[config.mk]
export PLATFORM = sky130hd
export DESIGN_NAME = pca_timebase
export DESIGN_NICKNAME = d
export VERILOG_FILES = /design/src/rtl/pca_timebase.sv
export SDC_FILE = /design/constraint.sdc
export NUM_CORES = 1
export LEC_CHECK = 0
export BUFFER_PORTS_ARGS = -buffer_cell sky130_fd_sc_hd__buf_2
export CORE_ASPECT_RATIO = 1.4
export CORE_MARGIN = 3
export CORE_UTILIZATION = 25
export CTS_CLUSTER_SIZE = 28
export DETAILED_ROUTE_END_ITERATION = 8
export GPL_TIMING_DRIVEN = 1
export PLACE_DENSITY_LB_ADDON = 0.08
export RECOVER_POWER = 50
export SLEW_MARGIN = 20
export SYNTH_ARGS = -nofsm -noshare
export SYNTH_HDL_FRONTEND = slang
export SYNTH_SLANG_ARGS = --single-unit
[constraint.sdc]
create_clock -name clk -period 2.05 [get_ports clk]
set_input_delay 0.5125 -clock clk [delete_from_list [all_inputs] [get_ports clk]]
set_output_delay 0.5125 -clock clk [all_outputs]
set_load 0.01 [all_outputs]
[src/rtl/pca_timebase.sv]
module pca_timebase #(
  parameter int CNT_W  = 16,
  parameter int DIV_A  = 12,
  parameter int DIV_A6 = 6,
  parameter int DIV_B  = 4,
  parameter int DIV_B6 = 2
) (
  input  logic             clk,
  input  logic             rst_n,
  input  logic             clk6_mode_i,
  input  logic             idle_i,
  input  logic             t0_ovf_i,
  input  logic             ext_pin_i,
  input  logic [4:0]       mod_evt_i,
  input  logic             wr_en_i,
  input  logic             wr_sel_i,
  input  logic [7:0]       wr_data_i,
  output logic [7:0]       mode_rd_o,
  output logic [7:0]       ctrl_rd_o,
  output logic [CNT_W-1:0] count_o,
  output logic             irq_o,
  output logic             wdog_en_o
);
  localparam int PRE_W = $clog2(DIV_A + 1);
  localparam logic [PRE_W-1:0] LIM_A  = PRE_W'(DIV_A - 1);
  localparam logic [PRE_W-1:0] LIM_A6 = PRE_W'(DIV_A6 - 1);
  localparam logic [PRE_W-1:0] LIM_B  = PRE_W'(DIV_B - 1);
  localparam logic [PRE_W-1:0] LIM_B6 = PRE_W'(DIV_B6 - 1);

  logic idle_ctl_q, wdog_q, ovf_ie_q, run_q, ovf_flag_q;
  logic [1:0] src_q;
  logic [4:0] mflag_q;
  logic [PRE_W-1:0] pre_q;
  logic [CNT_W-1:0] cnt_q;
  logic [2:0] ext_q;

  logic wr_mode, wr_ctrl, cnt_en, pre_use, pre_hit, pulse, wrap;
  logic [PRE_W-1:0] lim;

  assign wr_mode = wr_en_i && !wr_sel_i;
  assign wr_ctrl = wr_en_i && wr_sel_i;
  assign cnt_en  = run_q && !(idle_ctl_q && idle_i);
  assign pre_use = cnt_en && !src_q[1];
  assign lim     = src_q[0] ? (clk6_mode_i ? LIM_B6 : LIM_B)
                            : (clk6_mode_i ? LIM_A6 : LIM_A);
  assign pre_hit = pre_use && (pre_q >= lim);

  always_comb begin
    unique case (src_q)
      2'b00, 2'b01: pulse = pre_hit;
      2'b10:        pulse = cnt_en && t0_ovf_i;
      default:      pulse = cnt_en && ext_q[1] && !ext_q[2];
    endcase
  end

  assign wrap = pulse && (&cnt_q);

  always_ff @(posedge clk or negedge rst_n) begin
    if (!rst_n) ext_q <= '0;
    else        ext_q <= {ext_q[1:0], ext_pin_i};
  end

  always_ff @(posedge clk or negedge rst_n) begin
    if (!rst_n)        pre_q <= '0;
    else if (!pre_use) pre_q <= '0;
    else if (pre_hit)  pre_q <= '0;
    else               pre_q <= pre_q + 1'b1;
  end

  always_ff @(posedge clk or negedge rst_n) begin
    if (!rst_n)     cnt_q <= '0;
    else if (pulse) cnt_q <= cnt_q + 1'b1;
  end

  always_ff @(posedge clk or negedge rst_n) begin
    if (!rst_n) begin
      idle_ctl_q <= 1'b0;
      wdog_q     <= 1'b0;
      src_q      <= 2'b00;
      ovf_ie_q   <= 1'b0;
    end else if (wr_mode) begin
      idle_ctl_q <= wr_data_i[7];
      wdog_q     <= wr_data_i[6];
      src_q      <= wr_data_i[2:1];
      ovf_ie_q   <= wr_data_i[0];
    end
  end

  always_ff @(posedge clk or negedge rst_n) begin
    if (!rst_n) begin
      ovf_flag_q <= 1'b0;
      run_q      <= 1'b0;
      mflag_q    <= '0;
    end else begin
      ovf_flag_q <= wrap | (wr_ctrl ? wr_data_i[7] : ovf_flag_q);
      run_q      <= wr_ctrl ? wr_data_i[6] : run_q;
      mflag_q    <= mod_evt_i | (wr_ctrl ? wr_data_i[4:0] : mflag_q);
    end
  end

  assign mode_rd_o = {idle_ctl_q, wdog_q, 3'b000, src_q, ovf_ie_q};
  assign ctrl_rd_o = {ovf_flag_q, run_q, 1'b0, mflag_q};
  assign count_o   = cnt_q;
  assign wdog_en_o = wdog_q;
  assign irq_o     = (ovf_flag_q && ovf_ie_q) || (|mflag_q);
endmodule

==> reports/metrics.yaml, run 1 <==
vias: 1211
nets: 220
period_minus_slack_ns: 1.87
grt_setup_unrepaired: "false"
antenna_found_initial: 0
die_h_microns: 104
critPathMaxFanout: 9
grt_first_pass_wirelength_microns: 6100
synth_top_area_frac: 0.514
synth_xor_area_frac: 0.0874
ios: 55
grt_pass1_vias: 1265
cp_slowest_cell: "dfrtp_1"
synth.area.top_cells: "dfrtp_1 51%, xnor2_1 8.2%, buf_4 4.0%, mux2_2 4.0%, ha_1 3.7%"
crit_cells: 7
via_per_inst: 4.22
synth_seq_cells: 35
clk_latency_ns: 0.28
postSynth.asyncResetShare: 1.00
grt-ovfl-total: 0
max_freq_mhz: 535
cp_top_family: "simple AND/OR/NAND/NOR gates"
fin_util: 0.322
ys_seq_area_frac: 0.514
synth-edff-count: 0
clk_pin_slew_worst_paths_ns: 0.07
ys_types: 34
drt_iter0_markers: 16
ctsHoldBuffers: 0
synth_top_cell_by_area: "dfrtp_1"
synthAdderAreaFrac: 0.0367
finClkSkew_ns: 0.00627
cp_cell_sequence: "or2_2, ha_1, nand2_1, o21ai_2, buf_4, nand4_1, xnor2_1"
synth_area_sq_mm: 0.00170
syn_to_final_growth_pct: 25.2
syn_avg_cell_area_sq_um: 12.1
initial_core_util: 0.258
route.detailed.drc: 0
cp_data_arrival_time_ns: 2.03
routedWlPerCell_microns: 12.8
die_x_microns: 75.8
required_ns: 2.21
ir_drop_mv: 0.516
fp-row-count: 35
htree_levels: 2
synthMuxAreaShare: 0.0544
numCtsBuffers: 5
setup_viol: 0
cts_sinks: 35
worstSetupStartpointType: "flop"
hold_path_depth: 1
wl_met1_microns: 1610
met2WireLength_microns: 1820
port_buffers: 49
cap_viol_max_count: 0
fp.coreArea_sq_mm: 0.00661
hpwlAfterDp_microns: 2840
tightest_slew_ns: 0.885
wl_met3_microns: 230
finalPower_w: 0.00178
crit_type: "reg -> reg"
cts_buffer_depth: 2
cts_setup_buffers: 0
period_share: 0.911
cts-resized-gates: 0
multiInputGateArea_sq_um: 758
cp-end-kind: "flop"
place_congestion: 0.713
synth_compound_area_frac: 0.0911
ant_nets: 0
top_layer: "met4"
power_density_mw_per_mm2: 833
synthSimpleGateAreaFrac: 0.167
grt_max_degree: 36
cts_tree: "done"
synth_top_family_by_area: "simple AND/OR/NAND/NOR gates"
slowest_delay_ns: 0.38
wl_microns: 3680
hold_viol_final: 0
cts_root_buf: "clkbuf_8"
critPathBufInv: 1
antenna_cells: 0
die_area_sq_mm: 0.00785
track_usage: 0.101
regArea_sq_um: 876
fillers: 692
relSlewSlack: 0.410
synthCells: 141
cellLeakagePower_nw: 0.992
yosys_most_used_dff: "dfrtp_1"
slew_viol_final: 0
run_status: "completed"
drive_gt1_frac: 0.395
drt_pass1_iterations: 3
hold_path.class: "in -> reg"
worstRegToRegCells: 7
yosysWarnings: 0
flip-flops by register name, indices dropped and copies added (netlist names):
| signal | flops |
|---|---|
| count_o | 16 |
| run_q | 1 |
| ovf_ie_q | 1 |
| wdog_en_o | 1 |
| src_q | 2 |
| mflag_q | 5 |
| ovf_flag_q | 1 |
| pre_q | 4 |
| idle_ctl_q | 1 |
| ext_q | 3 |
placed cells by master (no fill, tap or decap), drive strengths merged, types with 4 or more instances in the layout:
cell,instances
nand4,7
and3,7
clkbuf,10
conb,4
xnor2,16
a211o,5
dfrtp,35
ha,5
mux2,7
nand2,7
nor2,7
buf,52
nand3,11
metrics by stage:
| stage | TNS (ns) | hold WS, ns | instances | setup WS, ns | area, sq um |
|---|---|---|---|---|---|
| floorplan | 0 | 0.217 | 144 | 0.112 | 1710 |
| global placement | -0.480 | 0.335 | 279 | -0.0635 | 2050 |
| detailed placement | -0.653 | 0.335 | 279 | -0.0851 | 2050 |
| CTS | 0 | 0.182 | 287 | 0.129 | 2150 |
| global route | 0 | 0.316 | 287 | 0.00131 | 2130 |
| finish | 0 | 0.333 | 287 | 0.182 | 2130 |
final cells by class:
type                    instances  area share
well taps                      92      0.0540
multi-input cells              97       0.356
repair buffers                 54       0.131
flip-flops and latches         35       0.411
clock buffers                   8      0.0469
inverters                       1     0.00176
power by group:
part	internal [W]	switching [W]	total, W
sequential	0.000767	0.0000911	0.000859
clock	0.000307	0.000237	0.000544
combinational	0.000183	0.000190	0.000373
cells in the mapped netlist (all sizes together), types with 2 or more instances:
cell type and count:
mux2 7, nor2 7, nand4 7, a311oi 2, nand3 11, dfrtp 35
nand3b 2, or2 2, ha 5, and3 7, buf 10, nand2b 3
a211o 5, a21oi 2, o21ai 2, nand2 7, xnor2 16
layer usage:
layer | track usage | vias to the layer above
met2 | 0.163 | 43
met3 | 0.0320 | 2
met4 | 0.0325 | 0
met5 | 0 | -
li1 | - | 594
met1 | 0.123 | 572
worst paths after layout:
check | start | to | slack, ns
worst min register to register | ext_q[0]$_DFF_PN0_ | ext_q[1]$_DFF_PN0_ | 0.35
worst max register to register | src_q[0]$_DFFE_PN0P_ | count_o[13]$_DFFE_PN0P_ | 0.18
max in group asynchronous | rst_n | count_o[12]$_DFFE_PN0P_ | 1.07
worst max-delay path | src_q[0]$_DFFE_PN0P_ | count_o[13]$_DFFE_PN0P_ | 0.18
worst min-delay path | ext_pin_i | ext_q[0]$_DFF_PN0_ | 0.33
min in group asynchronous | rst_n | pre_q[3]$_DFF_PN0_ | 0.43
cells by family (layout without fill, tap and decap cells):
logic type | after synthesis | after routing
mux | 8 | 8
other cells | 1 | 4
flops | 35 | 35
simple gates | 49 | 49
buf+inv | 12 | 63
compound gates | 14 | 14
xor+xnor | 17 | 17
fa+ha+maj | 5 | 5
(Power assumes the default switching activity.)
==> inputs of run 2 (changes only) <==
--- a/config.mk
+++ b/config.mk
@@ -5,10 +5,14 @@
 export SDC_FILE = /design/constraint.sdc
 export NUM_CORES = 1
 export LEC_CHECK = 0
+export ABC_AREA = 1
 export BUFFER_PORTS_ARGS = -buffer_cell sky130_fd_sc_hd__buf_2
+export CELL_PAD_IN_SITES_DETAIL_PLACEMENT = 1
+export CELL_PAD_IN_SITES_GLOBAL_PLACEMENT = 1
 export CORE_ASPECT_RATIO = 1.4
 export CORE_MARGIN = 3
 export CORE_UTILIZATION = 25
+export CTS_BUF_LIST = sky130_fd_sc_hd__clkbuf_8 sky130_fd_sc_hd__clkbuf_16
 export CTS_CLUSTER_SIZE = 28
 export DETAILED_ROUTE_END_ITERATION = 8
 export GPL_TIMING_DRIVEN = 1
==> reports/metrics.yaml, run 2 <==
run_status: "completed"
wl_microns: 5520  # +50%
required_ns: 2.27  # +0.06 ns
layout_commonest_cell: "nand2_1"
cap_viol_max_count: 0  # unchanged
relSlewSlack: 0.260  # -0.149
cts_buffer_depth: 2  # unchanged
drive_gt1_frac: 0.230  # -0.165
synth-edff-count: 0  # unchanged
syn_avg_cell_area_sq_um: 7.95  # -34%
cts_setup_buffers: 0  # unchanged
synth.area.top_cells: "dfrtp_1 45%, nand2_1 17%, nand3_1 6.2%, nor2_1 4.4%, buf_4 3.9%"
power_frac_clock: 0.333  # +0.027
fp.coreArea_sq_mm: 0.00745  # +13%
nets: 321  # +46%
synth_top_family_by_area: "simple AND/OR/NAND/NOR gates"
clk_latency_ns: 0.28  # about the same
cts_root_buf: "clkbuf_8"
tightest_slew_ns: 1.11  # +0.224 ns
postSynth.asyncResetShare: 1.00  # unchanged
yosys_most_used_dff: "dfrtp_1"
reg2reg_to: "count_o[0]$_DFFE_PN0P_"
setup_viol: 0  # unchanged
grt_pass1_vias: 1776  # +40%
hold_path_depth: 1  # unchanged
hp-start: "ext_pin_i"
numCtsBuffers: 5  # unchanged
synth_compound_area_frac: 0.0426  # -0.0486
finalPower_w: 0.00168  # -5.1%
die_area_sq_mm: 0.00887  # +13%
syn_to_final_growth_pct: 21.9
hold_path.class: "in -> reg"
yosysWarnings: 0  # unchanged
sw_frac_of_total: 0.297  # +0.00561
ys_types: 29  # -15%
dp.cells: 385  # +38%
hold_viol_final: 0  # unchanged
cellLeakagePower_nw: 1.22  # +23%
ir_drop_mv: 0.240  # -53%
synth_top_cell_by_area: "dfrtp_1"
cts_sinks: 35  # unchanged
seq_power_share: 0.477  # -0.007
synthCells: 244  # +73%
ant_nets: 0  # unchanged
max_freq_mhz: 549  # +2.5%
p_comb_frac: 0.190  # -0.020
place_congestion: 0.688  # -3.6%
place_ws_ns: 0.0199  # +0.105 ns
synth_seq_cells: 35  # unchanged
setup_slack_ns: 0.228  # +0.0454 ns
initial_core_util: 0.260  # +0.00284
largest_register_ffs: 16  # unchanged
cts_tree: "done"
critPathMaxFanout: 16  # +7
synth_xor_area_frac: 0.0406  # -0.0468
grt-ovfl-total: 0  # unchanged
routedWlPerCell_microns: 14.0  # +9.6%
ios: 55  # unchanged
cp_data_arrival_time_ns: 2.04  # about the same
crit_type: "reg -> reg"
synthSimpleGateAreaFrac: 0.346  # +0.179
route.detailed.drc: 0  # unchanged
synth_top_cells_by_count: "87 x nand2_1, 35 x dfrtp_1, 24 x nand3_1"
track_usage: 0.133  # +0.0327
vias: 1771  # +46%
antenna_cells: 0  # unchanged
hpwlAfterDp_microns: 4190  # +47%
final_cells: 393  # +37%
clk_pin_slew_worst_paths_ns: 0.07  # about the same
tns_ns: 0  # unchanged
ctsHoldBuffers: 0  # unchanged
final_cell_mix: "87 x nand2_1, 47 x buf_2, 35 x dfrtp_1"
cts-resized-gates: 0  # unchanged
synth_area_sq_mm: 0.00194  # +14%
finClkSkew_ns: 0.00728  # +0.00101 ns
die_x_microns: 80.5  # +6.2%
port_buffers: 49  # unchanged
grt_max_degree: 19  # -47%
worstRegToRegCells: 8  # +1
rr_startpoint: "src_q[0]$_DFFE_PN0P_"
power_density_mw_per_mm2: 712  # -14%
drt_iter0_markers: 27  # +11
power.switching_w: 0.000501  # -3.3%
fp-row-count: 37  # +5.7%
cp-end-kind: "flop"
period_minus_slack_ns: 1.82  # -0.0454 ns
p_int_w: 0.00118  # -5.9%
slew_viol_final: 0  # unchanged
htree_levels: 2  # unchanged
reg2reg_slack_ns: 0.23  # +0.05 ns
drt_pass1_iterations: 4  # +1
synth.most_common_cell: "nand2_1"
grt_setup_unrepaired: "false"
antenna_found_initial: 0  # unchanged
synthAdderAreaFrac: 0.0322  # -0.00450
die_h_microns: 110  # +6.4%
via_per_inst: 4.51  # +6.8%
synth_top_area_frac: 0.451  # -0.0630
worstSetupStartpointType: "flop"
ys_seq_area_frac: 0.451  # -0.0630
grt_first_pass_wirelength_microns: 8940  # +47%
holdPathEnd: "ext_q[0]$_DFF_PN0_"
synthMuxAreaShare: 0.00580  # -0.0486
period_share: 0.889  # -0.0221
run 2: changes by cell type in the layout (fill, tap and decap cells not counted), sizes merged, moves of 4 or more:
| cell | change |
|---|---|
| nand2 | +82 |
| nor2 | +17 |
| inv | +15 |
| nand3 | +14 |
| xnor2 | -11 |
| and3 | -7 |
| mux2 | -6 |
| o21ai | +6 |
| a211o | -5 |
| nand3b | +4 |
run 2: routing by layer:
layer | part of all wire | GRT usage
met3 | 0.042 | 0.0236
met4 | 0.013 | 0.0399
met2 | 0.52 | 0.238
met5 | 0 | 0
met1 | 0.43 | 0.162
run 2: kinds of logic (layout without fill, tap and decap cells):
| family | count (synthesis) | after routing |
|---|---|---|
| xor gates and xnor gates | 9 | 9 |
| other | 1 | 4 |
| buffers and inverters | 28 | 77 |
| AOI/OAI and AO/OA | 14 | 14 |
| muxes | 1 | 1 |
| and+or+nand+nor | 151 | 151 |
| DFF | 35 | 35 |
| adders and majority gates | 5 | 5 |
run 2: stage by stage:
step	instance area [sq um]	utilization	hold slack, ns
5_1_grt	2360	0.317	0.317
4_1_cts	2380	0.320	0.197
2_1_floorplan	1950	-	0.217
6_report	2360	0.317	0.335
3_3_place_gp	2280	0.306	0.334
3_5_place_dp	2280	0.306	0.346
run 2: worst max path at each step:
| stage | startpoint | end | slack (ns) | cells after the start |
|---|---|---|---|---|
| 6_report | src_q[0]$_DFFE_PN0P_ | count_o[0]$_DFFE_PN0P_ | 0.23 | 8 |
| 4_1_cts | src_q[0]$_DFFE_PN0P_ | count_o[2]$_DFFE_PN0P_ | 0.20 | 8 |
| 5_1_grt | src_q[0]$_DFFE_PN0P_ | count_o[11]$_DFFE_PN0P_ | 0.08 | 8 |
| 2_1_floorplan | clk6_mode_i | ovf_flag_q$_DFF_PN0_ | 0.16 | 9 |
| 3_3_place_gp | clk6_mode_i | count_o[3]$_DFFE_PN0P_ | 0.04 | 9 |
| 3_5_place_dp | clk6_mode_i | count_o[8]$_DFFE_PN0P_ | 0.02 | 9 |
run 2: power groups by stage:
stage / sequential [W] / combinational, W / clock (W)
global placement: 0.000817 / 0.000332 / 0
detailed placement: 0.000818 / 0.000335 / 0
finish: 0.000804 / 0.000320 / 0.000560
global route: 0.000814 / 0.000369 / 0.000614
floorplan: 0.000838 / 0.000175 / 0
CTS: 0.000804 / 0.000336 / 0.000590
run 2: worst max-delay path: stages, from the launching register on:
cell	delay, ns
dfrtp_1	0.41
or2_2	0.30
ha_1	0.31
a21oi_1	0.21
o21ai_2	0.12
nand2_4	0.12
buf_12	0.16
nand3_1	0.07
nand2_1	0.07
run 2: final cells by class:
type	count	area (sq um)
tap	97	121
clock inverter	1	3.75
multi-input combinational	184	921
clock buffer	7	96.3
inverter	15	56.3
timing repair buffer	54	290
fill	951	5090
sequential	35	876
